==> src/rtl/irq_accept_pkg.sv <==
package irq_accept_pkg;
    typedef enum logic {
        ST_RUN     = 1'b0,
        ST_HANDLER = 1'b1
    } acc_state_t;
endpackage

==> src/rtl/irq_prio_gate.sv <==
module irq_prio_gate #(
    parameter int LVL_W = 3
) (
    input  logic             sample_en,
    input  logic             req_valid,
    input  logic [LVL_W-1:0] req_level,
    input  logic [LVL_W-1:0] cur_level,
    input  logic             masked,
    input  logic             ret_now,
    output logic             take
);
    // strict comparison; a return in the same cycle wins
    always_comb begin
        take = sample_en && req_valid && !masked && !ret_now
               && (req_level > cur_level);
    end
endmodule

==> src/rtl/irq_vec_addr.sv <==
module irq_vec_addr #(
    parameter int ADDR_W = 32,
    parameter int VEC_W  = 6
) (
    input  logic              multi_vector,
    input  logic [1:0]        spacing_sel,
    input  logic [ADDR_W-1:0] vec_base,
    input  logic [VEC_W-1:0]  vector,
    output logic [ADDR_W-1:0] target
);
    localparam int MIN_SHIFT = 5;

    logic [ADDR_W-1:0] offset;

    always_comb begin
        offset = ADDR_W'(vector) << (MIN_SHIFT + int'(spacing_sel));
        target = multi_vector ? (vec_base + offset) : vec_base;
    end
endmodule

==> src/rtl/irq_accept_unit.sv <==
module irq_accept_unit #(
    parameter int ADDR_W = 32,
    parameter int VEC_W  = 6,
    parameter int LVL_W  = 3,
    parameter int SS_W   = 4
) (
    input  logic              clk,
    input  logic              rst_n,
    input  logic              sample_en,
    input  logic              req_valid,
    input  logic [VEC_W-1:0]  req_vector,
    input  logic [LVL_W-1:0]  req_level,
    input  logic [SS_W-1:0]   req_shadow,
    input  logic [ADDR_W-1:0] cur_pc,
    input  logic              multi_vector,
    input  logic [1:0]        spacing_sel,
    input  logic [ADDR_W-1:0] vec_base,
    input  logic              exl_clear,
    input  logic              eret,
    output logic              redirect_valid,
    output logic [ADDR_W-1:0] redirect_pc,
    output logic [ADDR_W-1:0] epc,
    output logic              exl,
    output logic [LVL_W-1:0]  cur_level,
    output logic [SS_W-1:0]   active_shadow
);
    import irq_accept_pkg::*;

    acc_state_t        state_q, state_d;
    logic              take;
    logic [ADDR_W-1:0] entry_addr;
    logic [LVL_W-1:0]  saved_level;
    logic [SS_W-1:0]   saved_shadow;

    assign exl = (state_q == ST_HANDLER);

    irq_prio_gate #(.LVL_W(LVL_W)) i_gate (
        .sample_en (sample_en),
        .req_valid (req_valid),
        .req_level (req_level),
        .cur_level (cur_level),
        .masked    (exl),
        .ret_now   (eret),
        .take      (take)
    );

    irq_vec_addr #(.ADDR_W(ADDR_W), .VEC_W(VEC_W)) i_addr (
        .multi_vector (multi_vector),
        .spacing_sel  (spacing_sel),
        .vec_base     (vec_base),
        .vector       (req_vector),
        .target       (entry_addr)
    );

    // next state: T_ENTER, T_RETURN, T_SWCLEAR, T_HOLD
    always_comb begin
        state_d = state_q;
        unique case (state_q)
            ST_RUN: begin
                if (take) state_d = ST_HANDLER;
            end
            ST_HANDLER: begin
                if (eret || exl_clear) state_d = ST_RUN;
            end
            default: state_d = ST_RUN;
        endcase
    end

    always_ff @(posedge clk or negedge rst_n) begin
        if (!rst_n) state_q <= ST_RUN;
        else        state_q <= state_d;
    end

    // context and redirect outputs
    always_ff @(posedge clk or negedge rst_n) begin
        if (!rst_n) begin
            redirect_valid <= 1'b0;
            redirect_pc    <= '0;
            epc            <= '0;
            cur_level      <= '0;
            active_shadow  <= '0;
            saved_level    <= '0;
            saved_shadow   <= '0;
        end else begin
            redirect_valid <= 1'b0;
            if (eret) begin
                redirect_valid <= 1'b1;
                redirect_pc    <= epc;
                cur_level      <= saved_level;
                active_shadow  <= saved_shadow;
            end else if (take) begin
                redirect_valid <= 1'b1;
                redirect_pc    <= entry_addr;
                epc            <= cur_pc;
                saved_level    <= cur_level;
                saved_shadow   <= active_shadow;
                cur_level      <= req_level;
                active_shadow  <= req_shadow;
            end
        end
    end
endmodule

==> config.mk <==
export PLATFORM = sky130hd
export DESIGN_NAME = irq_accept_unit
export DESIGN_NICKNAME = d
export VERILOG_FILES = /design/src/rtl/irq_accept_pkg.sv /design/src/rtl/irq_prio_gate.sv /design/src/rtl/irq_vec_addr.sv /design/src/rtl/irq_accept_unit.sv
export SDC_FILE = /design/constraint.sdc
export NUM_CORES = 1
export LEC_CHECK = 0
export ABC_AREA = 1
export CORE_MARGIN = 2
export CORE_UTILIZATION = 49
export CTS_CLUSTER_DIAMETER = 80
export DETAILED_ROUTE_END_ITERATION = 6
export GPL_TIMING_DRIVEN = 0
export PLACE_DENSITY = 0.88
export SYNTH_ARGS = -nofsm -noshare
export SYNTH_HDL_FRONTEND = slang
export SYNTH_HIERARCHICAL = 1
export SYNTH_SLANG_ARGS = --single-unit
==> constraint.sdc <==
create_clock -name clk -period 2.25 [get_ports clk]
set_input_delay 0.225 -clock clk [delete_from_list [all_inputs] [get_ports clk]]
set_output_delay 0.225 -clock clk [all_outputs]
set_load 0.01 [all_outputs]
Yosys cells after proc, flatten, opt, wreduce, memory -nomap -nowiden
Cells that the tools add are included.
W data, S select, Z words.
{ "op_classes": {"bitwise_logic": 2, "n_reduce_logical": 9, "n_shift": 1, "n_mux": 11, "magnitude_cmp": 1, "add_sub_neg": 2} }
{ "op_table": {"columns": ["operator", "count"], "rows": [
  ["$mux W32", 3],
  ["$add A32 B32 Y32", 1],
  ["$shl A6 B32 Y32", 1],
  ["$mux W4", 2],
  ["$mux W3", 2],
  ["$add A3 B2 Y4 const A", 1],
  ["$logic_and A1 B1 Y1", 4],
  ["$gt A3 B3 Y1", 1],
  ["$mux W1", 3],
  ["$logic_not A1 Y1", 2],
  ["$not A1 Y1", 2],
  ["$pmux W1 S2", 1],
  ["$reduce_and A2 Y1", 1],
  ["$reduce_bool A2 Y1", 1],
  ["$logic_or A1 B1 Y1", 1]
]} }
{ "word_totals": {"reg_bits": 80, "input_bits": 86} }

Longest topological paths before layout
Gate-level depths: netlist (run 1).
{ "depth": {"depth_word": 6, "ltp_mapped": 21, "depth_no_buf": 20} }

By module
The synthesis (run 1) kept the hierarchy.
{ "modules_own_cells": {"columns": ["mod", "n_inst", "cells_per_inst", "area_each_um2"], "rows": [
  ["irq_accept_unit", 1, 388, 3328.2],
  ["irq_vec_addr", 1, 502, 2398.6],
  ["irq_prio_gate", 1, 18, 96.3]
]} }

Worst setup path after synthesis (run 1)
Ideal clock, no wire load.
{ "synth_path": {"path_kind": "input -> register", "from": "input spacing_sel[0]", "to": "register redirect_pc[11]", "setup_time_ns": 0.124, "setup_slack_ns": -0.244, "n_path_buf": 1, "arrival_ns": 2.370, "cell_stages": 15, "required_ns": 2.126, "cell_sequence": "ha_1 -> clkbuf_1 -> a21oi_1 -> a31oi_1 -> mux2i_1 -> ha_1 -> nand2_1 -> inv_1 -> a21oi_1 -> nand3_1 -> or2_2 -> nand3_1 -> nand2_1 -> nand3_1 -> nand3_1"} }
{ "synth_via": {"elab_chain_cells": 6} }
{ "synth_lines": {"columns": ["item", "line", "rtl"], "rows": [
  ["start: declaration", "irq_accept_unit.sv:16", "input logic [1:0] spacing_sel,"],
  ["$add A3 B2 Y4", "irq_vec_addr.sv:16", "offset = ADDR_W'(vector) << (MIN_SHIFT + int'(spacing_sel));"],
  ["$shl A6 B32 Y32", "irq_vec_addr.sv:16", null],
  ["$add A32 B32 Y32", "irq_vec_addr.sv:17", "target = multi_vector ? (vec_base + offset) : vec_base;"],
  ["$mux W32", "irq_vec_addr.sv:17", null],
  ["net entry_addr[11]", "irq_accept_unit.sv:31", "logic [ADDR_W-1:0] entry_addr;"],
  ["$mux W32", "irq_accept_unit.sv:91", "end else if (take) begin"],
  ["$mux W32", "irq_accept_unit.sv:86", "if (eret) begin"],
  ["end signal: assignment", "irq_accept_unit.sv:88", "redirect_pc <= epc;"],
  ["end signal: assignment", "irq_accept_unit.sv:93", "redirect_pc <= entry_addr;"],
  ["end: declaration", "irq_accept_unit.sv:21", "output logic [ADDR_W-1:0] redirect_pc,"]
]} }
The timed path passes the listed nets, and every way through them passes these cells. The select of a mux whose other input is x is not followed.
A chain may end at the register's enable or synchronous reset.

Worst setup path in the final report (run 1)
{ "layout_path": {"from": "input spacing_sel[0]", "to": "register redirect_pc[30]"} }
Same word-level chain as after synthesis.

==> summary.md, run 1 <==
| Metric | Value |
|---|---|
| Status | complete, but fails checks |
| Violated checks | DRC, setup timing |
| # rows | 39 |
| # nets final | 1222 |
| Post-synthesis cell type count | 36 |
| Placed cells | around 1200 |
| Largest net degree at the start of global routing | between 70 and 80 |
| Max-slew violations | 0 |
| H-tree depth | 3 |
| Routed WL | approximately 20 mm |
| Worst path arrival time | ~2700 ps |
| Area growth syn-to-layout | 50.4% |
| Logic pwr share | 0.421 |
| Detail Route Antenna Nets | 0 |
| Met3 wire length | around 1.8 mm |
| Worst path slowest cell | ha_2 |
| Data required time at the worst endpoint | 2460 ps |
| Clock skew | between 7 and 8 ps |
| Crit-path leading delay family | simple AND/OR/NAND/NOR gates |
| Tcrit/Tclk final | 1.11 |
| Initial drt markers | 685 |
| Core Region | about 0.012 mm² |
| Routed vias/inst | between 5 and 6 |
| Tmin final | 2490 ps |
| Synth Area in XOR/XNOR | 0.00902 |
| Top Metal Used | met4 |
| Drt drc | 4 |
| Hold Violations, Final | 0 |
| GP Congestion | ~1 |
| DRT met1 WL | roughly 8 mm |
| Clk buf depth | 2 |
| Clk slew on worst S/H paths | 60 ps |
| Int Pwr | just under 4000 µW |
| Cell repeated most along the worst path | nand2_1 |
| Unrepaired setup endpoints after global routing | yes |
| Max Clk Rate | 402 MHz |
| CTS sink cnt | 80 |
| CP Class | input pin to flip-flop |
| Synth area leaders | dfrtp_1 34%, nand2_1 26%, nand3_1 11% |
| Yosys warnings | 6 |
| Crit path from | spacing_sel[0] |
| Placed inst area | ~0.0077 mm² |
| Max Fanout on Critical Path | 9 |
| TritonCTS clock tree | done |
| Sequential Power Share | 0.336 |
| Hold WC Path Type | input pin to async pin |
| Die Y | 113 µm |
| Cell Area, Synth | 0.00582 mm² |
| Congestion Overflow GR | 0 |
| Buf+Inv Stages, Crit Path | 4 |
| CP Cell Sequence | buf_8, buf_6, clkinvlp_4, nand2_1, a21oi_2, a31oi_2, mux2i_1, ha_2, nand2_4, nor2_4, inv_2, o21ai_4, nand2_1, nand3_2, nand2_1, nand2_1, nand2_1, nand3_1, nand3_1 |
| Post-synthesis compound-gate area fraction | 0.0518 |
| Max cap viols | 0 |
| GR Util All Layers | 0.298 |
| Switching pwr | 2080 µW |
| Vias in the first global route | around 6300 |
| Pleak | between 0.004 and 0.005 µW |
| Top cell type's share of synthesized area | 0.344 |
| Post-Synth Simple-Gate Area | 0.447 |
| DR pass1 iterations | 7 |
| First-pass GRT wire length | between 30 and 40 mm |
| Initial antenna violation count | 0 |
| Detailed placement HPWL | 13.9 mm |
| Die X | 113 µm |
| N_diodes | 0 |
| Power density over the cells | around 680 mW/mm² |
| Finished Cell Area | about 0.009 mm² |
| Final setup margin | -239 ps |
| CP startpoint kind | input pin |
| Sequential fraction of the synthesis area | 0.344 |
| Max VDD drop | around 0.70 mV |
| Setup violators final | 23 |
| Adder-cell share of the synthesized area | 0.0572 |
| Num ports | between 150 and 200 |
| CTS Buf Count | 9 |
| Mux cell area share after synthesis | 0.00344 |
| Clk pwr share | 0.243 |
| Largest family of logic cells by synthesized area | simple AND/OR/NAND/NOR gates |
| Worst skew pair latency | 330 ps |
| Starting Density | 0.506 |
| Die footprint | 0.0128 mm² |
| CP max stage delay | between 400 and 500 ps |
| DR WL met2 | 9.99 mm |
| CP endpoint kind | flip-flop |
| Worst slew pin tran | between 800 and 900 ps |
| Vias | 6856 |
| Share of layout cells above drive strength 1 | 0.186 |
| Dominant cell type by area after synthesis | dfrtp_1 |
| Mapped Cells | around 900 |
| Post-synthesis register bit count | 80 |
| Mapped Avg Cell Area | 6.41 µm² |
| CTS root buf | clkbuf_16 |
| Number of port buffers | approximately 160 |
| RR Startpoint | cur_level[2]$_DFFE_PN0P_ |
| Slew HR | 0.454 |
| Final std cells w/o fill | roughly 1300 |
| Net Sw Frac | 0.348 |
| Wire length per cell | between 15 and 20 µm |
[cells in the final DEF (no fill, tap or decap), types with 9 or more instances in the layout]
cell             instances
clkdlybuf4s50_1        149
buf_6                   10
o21ai_0                 13
inv_2                   12
inv_1                   64
nor2_1                  34
a21oi_1                 11
buf_4                   26
nand3_1                100
conb_1                   9
clkbuf_16                9
nand2_2                 33
dfrtp_1                 80
buf_2                   13
clkbuf_1                10
nand3b_1                 9
nand3_2                 24
ha_1                    16
nand2_1                371
[metrics by stage]
stage               power, µW  hold WS [ps]  setup WS [ps]  utilization  TNS (ps)
finish                   5990           281           -239        0.760     -3440
global route             6310           269           -502        0.760     -8580
global placement         4070           463          -1820        0.666   -167060
floorplan                3000         -70.6          -1.70            -     -2.18
CTS                      5750           241          -30.7        0.727      -113
detailed placement       4120          56.3           -976        0.669    -23130
[power by group through the flow]
stage	logic [µW]	registers [µW]	clock network, µW
finish	2520	2010	1460
global route	2710	2050	1540
CTS	2260	2010	1470
detailed placement	2090	2030	0
global placement	2050	2020	0
floorplan	861	2140	0
[flip-flops by register name, summed over array words and instances, names as in the netlist]
signal,flops
saved_shadow,4
saved_level,3
redirect_pc,32
redirect_valid,1
active_shadow,4
cur_level,3
epc,32
exl,1
[cell type report]
class                           count  area [µm²]
Sequential cell                    80        2000
Tap cell                          143         179
Timing Repair Buffer              184        1810
Multi-Input combinational cell    719        3930
Inverter                           81         318
Clock inverter                      4        51.3
Fill cell                         811        2760
Buffer                             35         219
Clock buffer                       12         246
[metal layers]
| metal | GRT usage | vias to the layer above |
|---|---|---|
| li1 | - | 3274 |
| met1 | 0.387 | 3196 |
| met2 | 0.508 | 318 |
| met3 | 0.0659 | 68 |
| met4 | 0.0748 | 0 |
| met5 | 0 | - |
[worst paths after layout]
check                                              endpoint  slack (ps)  cells after the start
worst max-delay path            redirect_pc[30]$_DFFE_PN0P_        -240                     19
worst min-delay path            redirect_pc[25]$_DFFE_PN0P_         280                      2
worst max register to register   redirect_pc[0]$_DFFE_PN0P_         190                      9
worst min register to register  redirect_pc[25]$_DFFE_PN0P_         480                      2
max in group asynchronous        redirect_pc[2]$_DFFE_PN0P_        1390                      3
min in group clk                        epc[20]$_DFFE_PN0P_         420                      3
[synth_stat cells, drive strengths merged]
cell,number
nand2,412
nand3,127
dfrtp,80
inv,80
nor2,50
o21ai,28
buf,25
ha,25
a21oi,22
clkbuf,10
nor3,10
nand3b,9
or2,5
xnor2,5
nand4,4
o21bai,4
conb,2
mux2i,2
a21boi,1
a31oi,1
and2,1
clkinv,1
fa,1
nor4,1
o21a,1
xor2,1
[cells by family (layout without fill, tap and decap cells)]
| kind of cell | after synthesis | after routing |
|---|---|---|
| and+or+nand+nor | 619 | 619 |
| buffers and inverters | 116 | 316 |
| DFF | 80 | 80 |
| AOI/OAI and AO/OA | 57 | 57 |
| adders and majority gates | 26 | 26 |
| xor gates and xnor gates | 6 | 6 |
| other | 2 | 9 |
| muxes | 2 | 2 |
[timing repair]
action	4_1_cts	5_1_grt
hold buffers	1	0
pin swaps	48	43
cloned	1	0
setup endpoints to repair	26	25
gates resized for setup	91	81
buffers inserted	15	8
endpoints found under the hold margin	23	0
(Power assumes the default switching activity.)
==> inputs of run 2 (changes only) <==
--- a/config.mk
+++ b/config.mk
@@ -6,7 +6,6 @@
 export NUM_CORES = 1
 export LEC_CHECK = 0
 export ABC_AREA = 1
-export CORE_MARGIN = 2
 export CORE_UTILIZATION = 49
 export CTS_CLUSTER_DIAMETER = 80
 export DETAILED_ROUTE_END_ITERATION = 6
==> run 2 against run 1 <==
The run still ends with DRC, setup timing left. Count of clock-buffer cells in the layout did not move. Critical path type unchanged. Critical endpoint is now redirect_pc[14]$_DFFE_PN0P_. Critical path depth fell by 3. Highest routed layer unchanged. First-iteration DRC count rose by 21%. Global-route usage rose by 0.91 points.
==> summary.md, run 2 (synthesis gave the netlist of run 1 again) <==
| Metric | Value |
|---|---|
| N_diodes | 0 (unchanged) |
| Vias | 7174 (was 6856) |
| Reg area | 0.00200 mm² (unchanged) |
| Max VDD drop | 0.647 mV (was 0.702 mV) |
| Max cap viols | 0 (unchanged) |
| Congestion Overflow GR | 0 (unchanged) |
| Unrepaired setup endpoints after global routing | yes (unchanged) |
| CP startpoint kind | input pin (unchanged) |
| Power density over the cells | 680 mW/mm² (was 684 mW/mm²) |
| GP Congestion | 0.933 (was 0.983) |
| Clock skew | 4.66 ps (was 7.54 ps) |
| CP endpoint kind | flip-flop (unchanged) |
| Commonest cells after routing, fill and taps aside | 363 x nand2_1, 150 x clkdlybuf4s50_1, 93 x nand3_1 (was 371 x nand2_1, 149 x clkdlybuf4s50_1, 100 x nand3_1) |
| Wire length per cell | 16.9 µm (was 16.1 µm) |
| Status | complete, but fails checks (unchanged) |
| Tcrit/Tclk final | 1.16 (was 1.11) |
| CTS sink cnt | 80 (unchanged) |
| Die X | 111 µm (was 113 µm) |
| Die footprint | 0.0123 mm² (was 0.0128 mm²) |
| CTS Buf Count | 9 (unchanged) |
| Pleak | 0.00439 µW (was 0.00433 µW) |
| Detail Route Antenna Nets | 0 (unchanged) |
| Core Region | 0.0115 mm² (unchanged) |
| CP Capture Point | redirect_pc[14]$_DFFE_PN0P_ (was redirect_pc[30]$_DFFE_PN0P_) |
| Initial drt markers | 828 (was 685) |
| Max Fanout on Critical Path | 5 (was 9) |
| Number of port buffers | 158 (unchanged) |
| TritonCTS clock tree | done (unchanged) |
| Die Y | 111 µm (was 113 µm) |
| Detailed placement HPWL | 13.7 mm (was 13.9 mm) |
| Final setup margin | -355 ps (was -239 ps) |
| Total power | 6030 µW (was 5990 µW) |
| Worst path arrival time | 2820 ps (was 2700 ps) |
| Max-slew violations | 0 (unchanged) |
| FF-to-FF setup slack | 240 ps (was 190 ps) |
| Starting Density | 0.506 (unchanged) |
| Routed WL | 21.2 mm (was 20.3 mm) |
| RR Endpoint | redirect_pc[0]$_DFFE_PN0P_ (unchanged) |
| Share of layout cells above drive strength 1 | 0.205 (was 0.186) |
| CTS root buf | clkbuf_16 (unchanged) |
| RR Startpoint | cur_level[2]$_DFFE_PN0P_ (unchanged) |
| GR Util All Layers | 0.307 (was 0.298) |
| Worst slack, placed | -998 ps (was -976 ps) |
| Crit path from | spacing_sel[0] (unchanged) |
| Drt drc | 8 (was 4) |
| Clk slew on worst S/H paths | 60 ps (about the same) |
| Fin Setup TNS | -4700 ps (was -3440 ps) |
| # rows | 39 (unchanged) |
| Num ports | 159 (unchanged) |
| Max Clk Rate | 384 MHz (was 402 MHz) |
| H-tree depth | 3 (unchanged) |
| Multi-input gate area | 0.00408 mm² (was 0.00393 mm²) |
| Worst skew pair latency | 330 ps (about the same) |
| Layout fillers | 792 (was 811) |
| Reg2Reg Depth | 10 (was 9) |
| Largest net degree at the start of global routing | 73 (was 74) |
| Vias in the first global route | 6527 (was 6304) |
| Initial antenna violation count | 0 (unchanged) |
| Data required time at the worst endpoint | 2460 ps (about the same) |
| Hold WC Path Type | input pin to async pin (unchanged) |
| Regs by FF count | epc (32), redirect_pc (32) (unchanged) |
| Setup violators final | 24 (was 23) |
| Clk buf depth | 2 (unchanged) |
| Area growth syn-to-layout | 52.4% (was 50.4%) |
| Slew HR | 0.518 (was 0.454) |
| # nets final | 1218 (was 1222) |
| Hold Violations, Final | 0 (unchanged) |
| DR pass1 iterations | 7 (unchanged) |
| Most common cell after layout, fill and taps aside | nand2_1 (unchanged) |
| Violated checks | DRC, setup timing (unchanged) |
| CP Class | input pin to flip-flop (unchanged) |
| Worst slew pin tran | 723 ps (was 819 ps) |
| Tmin final | 2610 ps (was 2490 ps) |
| First-pass GRT wire length | 30.4 mm (was 30.6 mm) |
| Routed vias/inst | 5.73 (was 5.45) |
## run 2: timing repair
action,in CTS,in global routing
hold endpoints to repair,8,0
gates resized for setup,83,122
hold buffers,1,0
pin swaps,43,69
setup buffers,12,7
gates cloned,1,0
endpoints found under the setup margin,26,25
## run 2: worst min path at each step
stage / endpoint / cells past startpoint / from
3_3_place_gp: saved_level[2]$_DFFE_PN0P_ / 2 / saved_level[2]$_DFFE_PN0P_
4_1_cts: epc[25]$_DFFE_PN0P_ / 2 / rst_n
3_5_place_dp: epc[25]$_DFFE_PN0P_ / 1 / rst_n
5_1_grt: epc[25]$_DFFE_PN0P_ / 2 / rst_n
2_1_floorplan: active_shadow[0]$_DFFE_PN0P_ / 0 / rst_n
6_report: epc[25]$_DFFE_PN0P_ / 2 / rst_n
## run 2: worst max-delay path: stages
cell	delay (ps)
buf_8	100
ha_4	290
clkbuf_8	150
a21oi_2	30
a31oi_1	230
mux2i_1	130
ha_2	470
nand2_4	110
nor2_4	150
nand2_1	100
a21oi_1	210
o21ai_0	120
nand3_1	130
nand2_1	130
nand3_1	140
nand3_1	90
## run 2: area by class of cell
class                      instances  share of cell area
buffer                            35              0.0247
tap                              143              0.0202
clock buffer                      12              0.0278
clock inverter                     3             0.00479
inverter                          81              0.0355
multi-input combinational        719               0.460
sequential                        80               0.226
timing repair buffer             180               0.201
## run 2: power by group
part	switching [µW]	internal (µW)
clock network	546	882
registers	252	1770
logic	1330	1260
total	2130	3910
## run 2: routing by layer
layer	share of wire	global-route usage	wire length [µm]
met5	0	0	0
met2	0.46	0.511	9860
met1	0.38	0.391	8060
met3	0.10	0.0612	2130
met4	0.055	0.126	1180
## run 2: stage by stage
step	area, µm²	hold slack [ps]	util	instances
final	8870	265	0.771	1253
after global routing	8870	276	0.771	1253
after CTS	8320	248	0.722	1246
after detailed placement	7700	63.5	0.669	1217
after global placement	7670	462	0.666	1216
after floorplan	5910	-70.6	-	915
==> inputs of run 3 (changes only) <==
--- a/config.mk
+++ b/config.mk
@@ -5,8 +5,8 @@
 export SDC_FILE = /design/constraint.sdc
 export NUM_CORES = 1
 export LEC_CHECK = 0
-export ABC_AREA = 1
-export CORE_UTILIZATION = 49
+export ABC_AREA = 0
+export CORE_UTILIZATION = 48
 export CTS_CLUSTER_DIAMETER = 80
 export DETAILED_ROUTE_END_ITERATION = 6
 export GPL_TIMING_DRIVEN = 0
==> run 3 against run 2 <==
The flow finishes with violations (setup timing). Register-to-register slack worse by 240 ps. Cell count is 31% lower. Total power is 6.6% lower. Critical endpoint is now redirect_pc[29]$_DFFE_PN0P_. Highest routed layer unchanged.
==> summary.md, run 3 <==
| Metric | Value |
|---|---|
| Status | complete, but fails checks (unchanged) |
| Violated checks | setup timing (was DRC, setup timing) |
| Drt drc | 0 (was 8) |
| Synth area leaders | dfrtp_1 38%, mux2_2 11%, mux2i_1 9.1% (was dfrtp_1 34%, nand2_1 26%, nand3_1 11%) |
| CP Class | input pin to flip-flop (unchanged) |
| Core Region | 0.0105 mm² (was 0.0115 mm²) |
| Synth async-reset ratio | 1.00 (unchanged) |
| Vias | 4881 (was 7174) |
| Unrepaired setup endpoints after global routing | yes (unchanged) |
| Hold WC Path Type | input pin to async pin (unchanged) |
| Final setup margin | -615 ps (was -355 ps) |
| Regs by FF count | epc (32), redirect_pc (32) (unchanged) |
| Routed WL | 16.4 mm (was 21.2 mm) |
| DRT met1 WL | 6.66 mm (was 8.06 mm) |
| Hold Violations, Final | 0 (unchanged) |
| Sequential Power Share | 0.364 (was 0.335) |
| First-pass GRT wire length | 25.0 mm (was 30.4 mm) |
| Clock skew | 10.7 ps (was 4.66 ps) |
| Most used DFF post-synth | dfrtp_1 (unchanged) |
| Top Metal Used | met4 (unchanged) |
| Clk slew on worst S/H paths | 80 ps (was 60 ps) |
| Switching pwr | 1860 µW (was 2130 µW) |
| Initial antenna violation count | 0 (unchanged) |
| Pleak | 0.00334 µW (was 0.00439 µW) |
| Max cap viols | 0 (unchanged) |
| Yosys warnings | 6 (unchanged) |
| Dominant cell type by area after synthesis | dfrtp_1 (unchanged) |
| Layout fillers | 685 (was 792) |
| Tmin final | 2870 ps (was 2610 ps) |
| # nets final | 839 (was 1218) |
| Starting Density | 0.502 (was 0.506) |
| Setup violators final | 26 (was 24) |
| Final std cells w/o fill | 868 (was 1253) |
| Initial drt markers | 287 (was 828) |
| Wire length per cell | 18.9 µm (was 16.9 µm) |
| Data required time at the worst endpoint | 2540 ps (was 2460 ps) |
| Synth top cells by count | 80 x dfrtp_1, 64 x nand2_1, 50 x mux2_2, 48 x mux2i_1, 47 x o21ai_0 (was 409 x nand2_1, 124 x nand3_1, 80 x dfrtp_1, 76 x inv_1, 45 x nor2_1) |
| Multi-input gate area | 0.00352 mm² (was 0.00408 mm²) |
| Int Pwr | 3770 µW (was 3910 µW) |
| Tcrit/Tclk final | 1.27 (was 1.16) |
| DR WL met2 | 8.36 mm (was 9.86 mm) |
| CP startpoint kind | input pin (unchanged) |
| Mapped Cells | 518 (was 908) |
| Slew HR | 0.512 (was 0.518) |
| Top cell type's share of synthesized area | 0.380 (was 0.344) |
| Die Y | 107 µm (was 111 µm) |
| Placed cells | 820 (was 1217) |
| Fin Setup TNS | -10750 ps (was -4700 ps) |
| CTS sink cnt | 80 (unchanged) |
| Most common cell after layout, fill and taps aside | clkdlybuf4s50_1 (was nand2_1) |
| Net Sw Frac | 0.330 (was 0.352) |
| Vias in the first global route | 5014 (was 6527) |
| Logic pwr share | 0.439 (was 0.428) |
| Clk buf depth | 2 (unchanged) |
| Die X | 107 µm (was 111 µm) |
| GP Congestion | 0.833 (was 0.933) |
| # rows | 37 (was 39) |
| CP endpoint kind | flip-flop (unchanged) |
| Mapped Avg Cell Area | 10.2 µm² (was 6.41 µm²) |
| Die footprint | 0.0114 mm² (was 0.0123 mm²) |
| Area growth syn-to-layout | 52.5% (was 52.4%) |
| Post-synthesis cell type count | 57 (was 36) |
| Congestion Overflow GR | 0 (unchanged) |
| Reg area | 0.00200 mm² (unchanged) |
| Max Fanout on Critical Path | 5 (unchanged) |
| Largest net degree at the start of global routing | 68 (was 73) |
| Number of enable flip-flop cells after synthesis | 0 (unchanged) |
| Clk pwr share | 0.196 (was 0.237) |
| Utilization after layout | 0.765 (was 0.771) |
| Routed vias/inst | 5.62 (was 5.73) |
| DR pass1 iterations | 4 (was 7) |
| N_diodes | 0 (unchanged) |
| Detailed placement HPWL | 11.7 mm (was 13.7 mm) |
| Cell Area, Synth | 0.00527 mm² (was 0.00582 mm²) |
| Finished Cell Area | 0.00804 mm² (was 0.00887 mm²) |
| Max Clk Rate | 349 MHz (was 384 MHz) |
| CTS root buf | clkbuf_8 (was clkbuf_16) |
| Share of layout cells above drive strength 1 | 0.275 (was 0.205) |
| H-tree depth | 3 (unchanged) |
| Max VDD drop | 0.540 mV (was 0.647 mV) |
| Worst slack, placed | -1570 ps (was -998 ps) |
| GR Util All Layers | 0.285 (was 0.307) |
| Most frequent cell after synthesis | dfrtp_1 (was nand2_1) |
| Placed inst area | 0.00716 mm² (was 0.00770 mm²) |
| Worst skew pair latency | 370 ps (was 330 ps) |
| Commonest cells after routing, fill and taps aside | 149 x clkdlybuf4s50_1, 80 x dfrtp_1, 59 x nand2_1 (was 363 x nand2_1, 150 x clkdlybuf4s50_1, 93 x nand3_1) |
| Met3 wire length | 791 µm (was 2.13 mm) |
| Max-slew violations | 0 (unchanged) |
| Sequential fraction of the synthesis area | 0.380 (was 0.344) |
| Power density over the cells | 700 mW/mm² (was 680 mW/mm²) |
| Num ports | 159 (unchanged) |
| Worst path arrival time | 3150 ps (was 2820 ps) |
| Worst slew pin tran | 733 ps (was 723 ps) |
| Detail Route Antenna Nets | 0 (unchanged) |
| Post-synthesis register bit count | 80 (unchanged) |
| Number of port buffers | 158 (unchanged) |
| CTS Buf Count | 9 (unchanged) |
| TritonCTS clock tree | done (unchanged) |
## run 3: cell count changes after synthesis, moves of 11 or more
cell	delta
xnor2_1	+14
nand2_1	-345
mux2i_1	+46
nand3_1	-116
o21ai_0	+20
nor2_1	-23
buf_2	-11
mux2_2	+50
inv_1	-67
mux2_4	+11
## run 3: worst max-delay path, stage by stage
cell and delay, ps:
buf_8 100, ha_4 270, clkbuf_16 150, nor2_4 40, a31oi_4 170, nor2_2 50, ha_1 300, buf_4 130
a21oi_2 50, o21a_1 210, buf_4 140, buf_6 120, a2111oi_4 430, nor2_4 120, nor3_2 230, xor2_1 180
mux2i_1 90, o21ai_1 130
## run 3: logic make-up (layout without fill, tap and decap cells)
family / after synthesis / after routing / synth area share
XOR/XNOR: 29 / 29 / 0.0482
buffers and inverters: 36 / 243 / 0.0356
multiplexers: 109 / 109 / 0.229
AO/OA/AOI/OAI: 108 / 108 / 0.130
adder cells (fa/ha/maj): 26 / 26 / 0.0631
flip-flops: 80 / 80 / 0.380
other: 2 / 9 / 0.00142
AND/OR/NAND/NOR: 128 / 128 / 0.113
## run 3: final timing paths
kind | cells past startpoint | from | slack, ps | endpoint
worst min-delay path | 2 | rst_n | 260 | epc[31]$_DFFE_PN0P_
worst max register to register | 9 | cur_level[1]$_DFFE_PN0P_ | 0 | epc[23]$_DFFE_PN0P_
max in group asynchronous | 3 | rst_n | 1410 | epc[6]$_DFFE_PN0P_
min in group clk | 2 | cur_pc[20] | 470 | epc[20]$_DFFE_PN0P_
worst max-delay path | 18 | spacing_sel[0] | -620 | redirect_pc[29]$_DFFE_PN0P_
worst min register to register | 2 | saved_level[1]$_DFFE_PN0P_ | 500 | cur_level[1]$_DFFE_PN0P_
## run 3: routing by layer
| metal | up-vias | track usage |
|---|---|---|
| met2 | 171 | 0.484 |
| met1 | 2394 | 0.347 |
| met5 | - | 0 |
| met3 | 51 | 0.0517 |
| met4 | 0 | 0.145 |
| li1 | 2265 | - |
## run 3: cell type report
cell class              count  share of cell area
clock inverters             5             0.00669
flip-flops and latches     80               0.249
multi-input cells         409               0.437
clock buffers              11              0.0188
inverters                   9             0.00420
plain buffers              25              0.0258
repair buffers            193               0.237
well taps                 136              0.0212
## run 3: timing repair
action	CTS	global route
buffers inserted	20	11
endpoints found under the setup margin	29	55
pin swaps	35	29
hold endpoints to repair	13	0
gates resized for setup	76	33
hold buffers	1	0
cloned	1	1
## run 3: per-stage QoR
| step | hold slack, ps | power (µW) |
|---|---|---|
| CTS | 256 | 5530 |
| floorplan | -70.6 | 3100 |
| detailed placement | 93.5 | 4260 |
| global route | 254 | 5920 |
| finish | 262 | 5630 |
| global placement | 461 | 4170 |
## run 3: power by group through the flow
stage / sequential (µW) / clock, µW / combinational [µW]
after floorplan: 2180 / 0 / 928
after global placement: 2050 / 0 / 2130
after detailed placement: 2070 / 0 / 2190
after CTS: 2040 / 1120 / 2370
after global routing: 2100 / 1180 / 2640
final: 2050 / 1110 / 2470
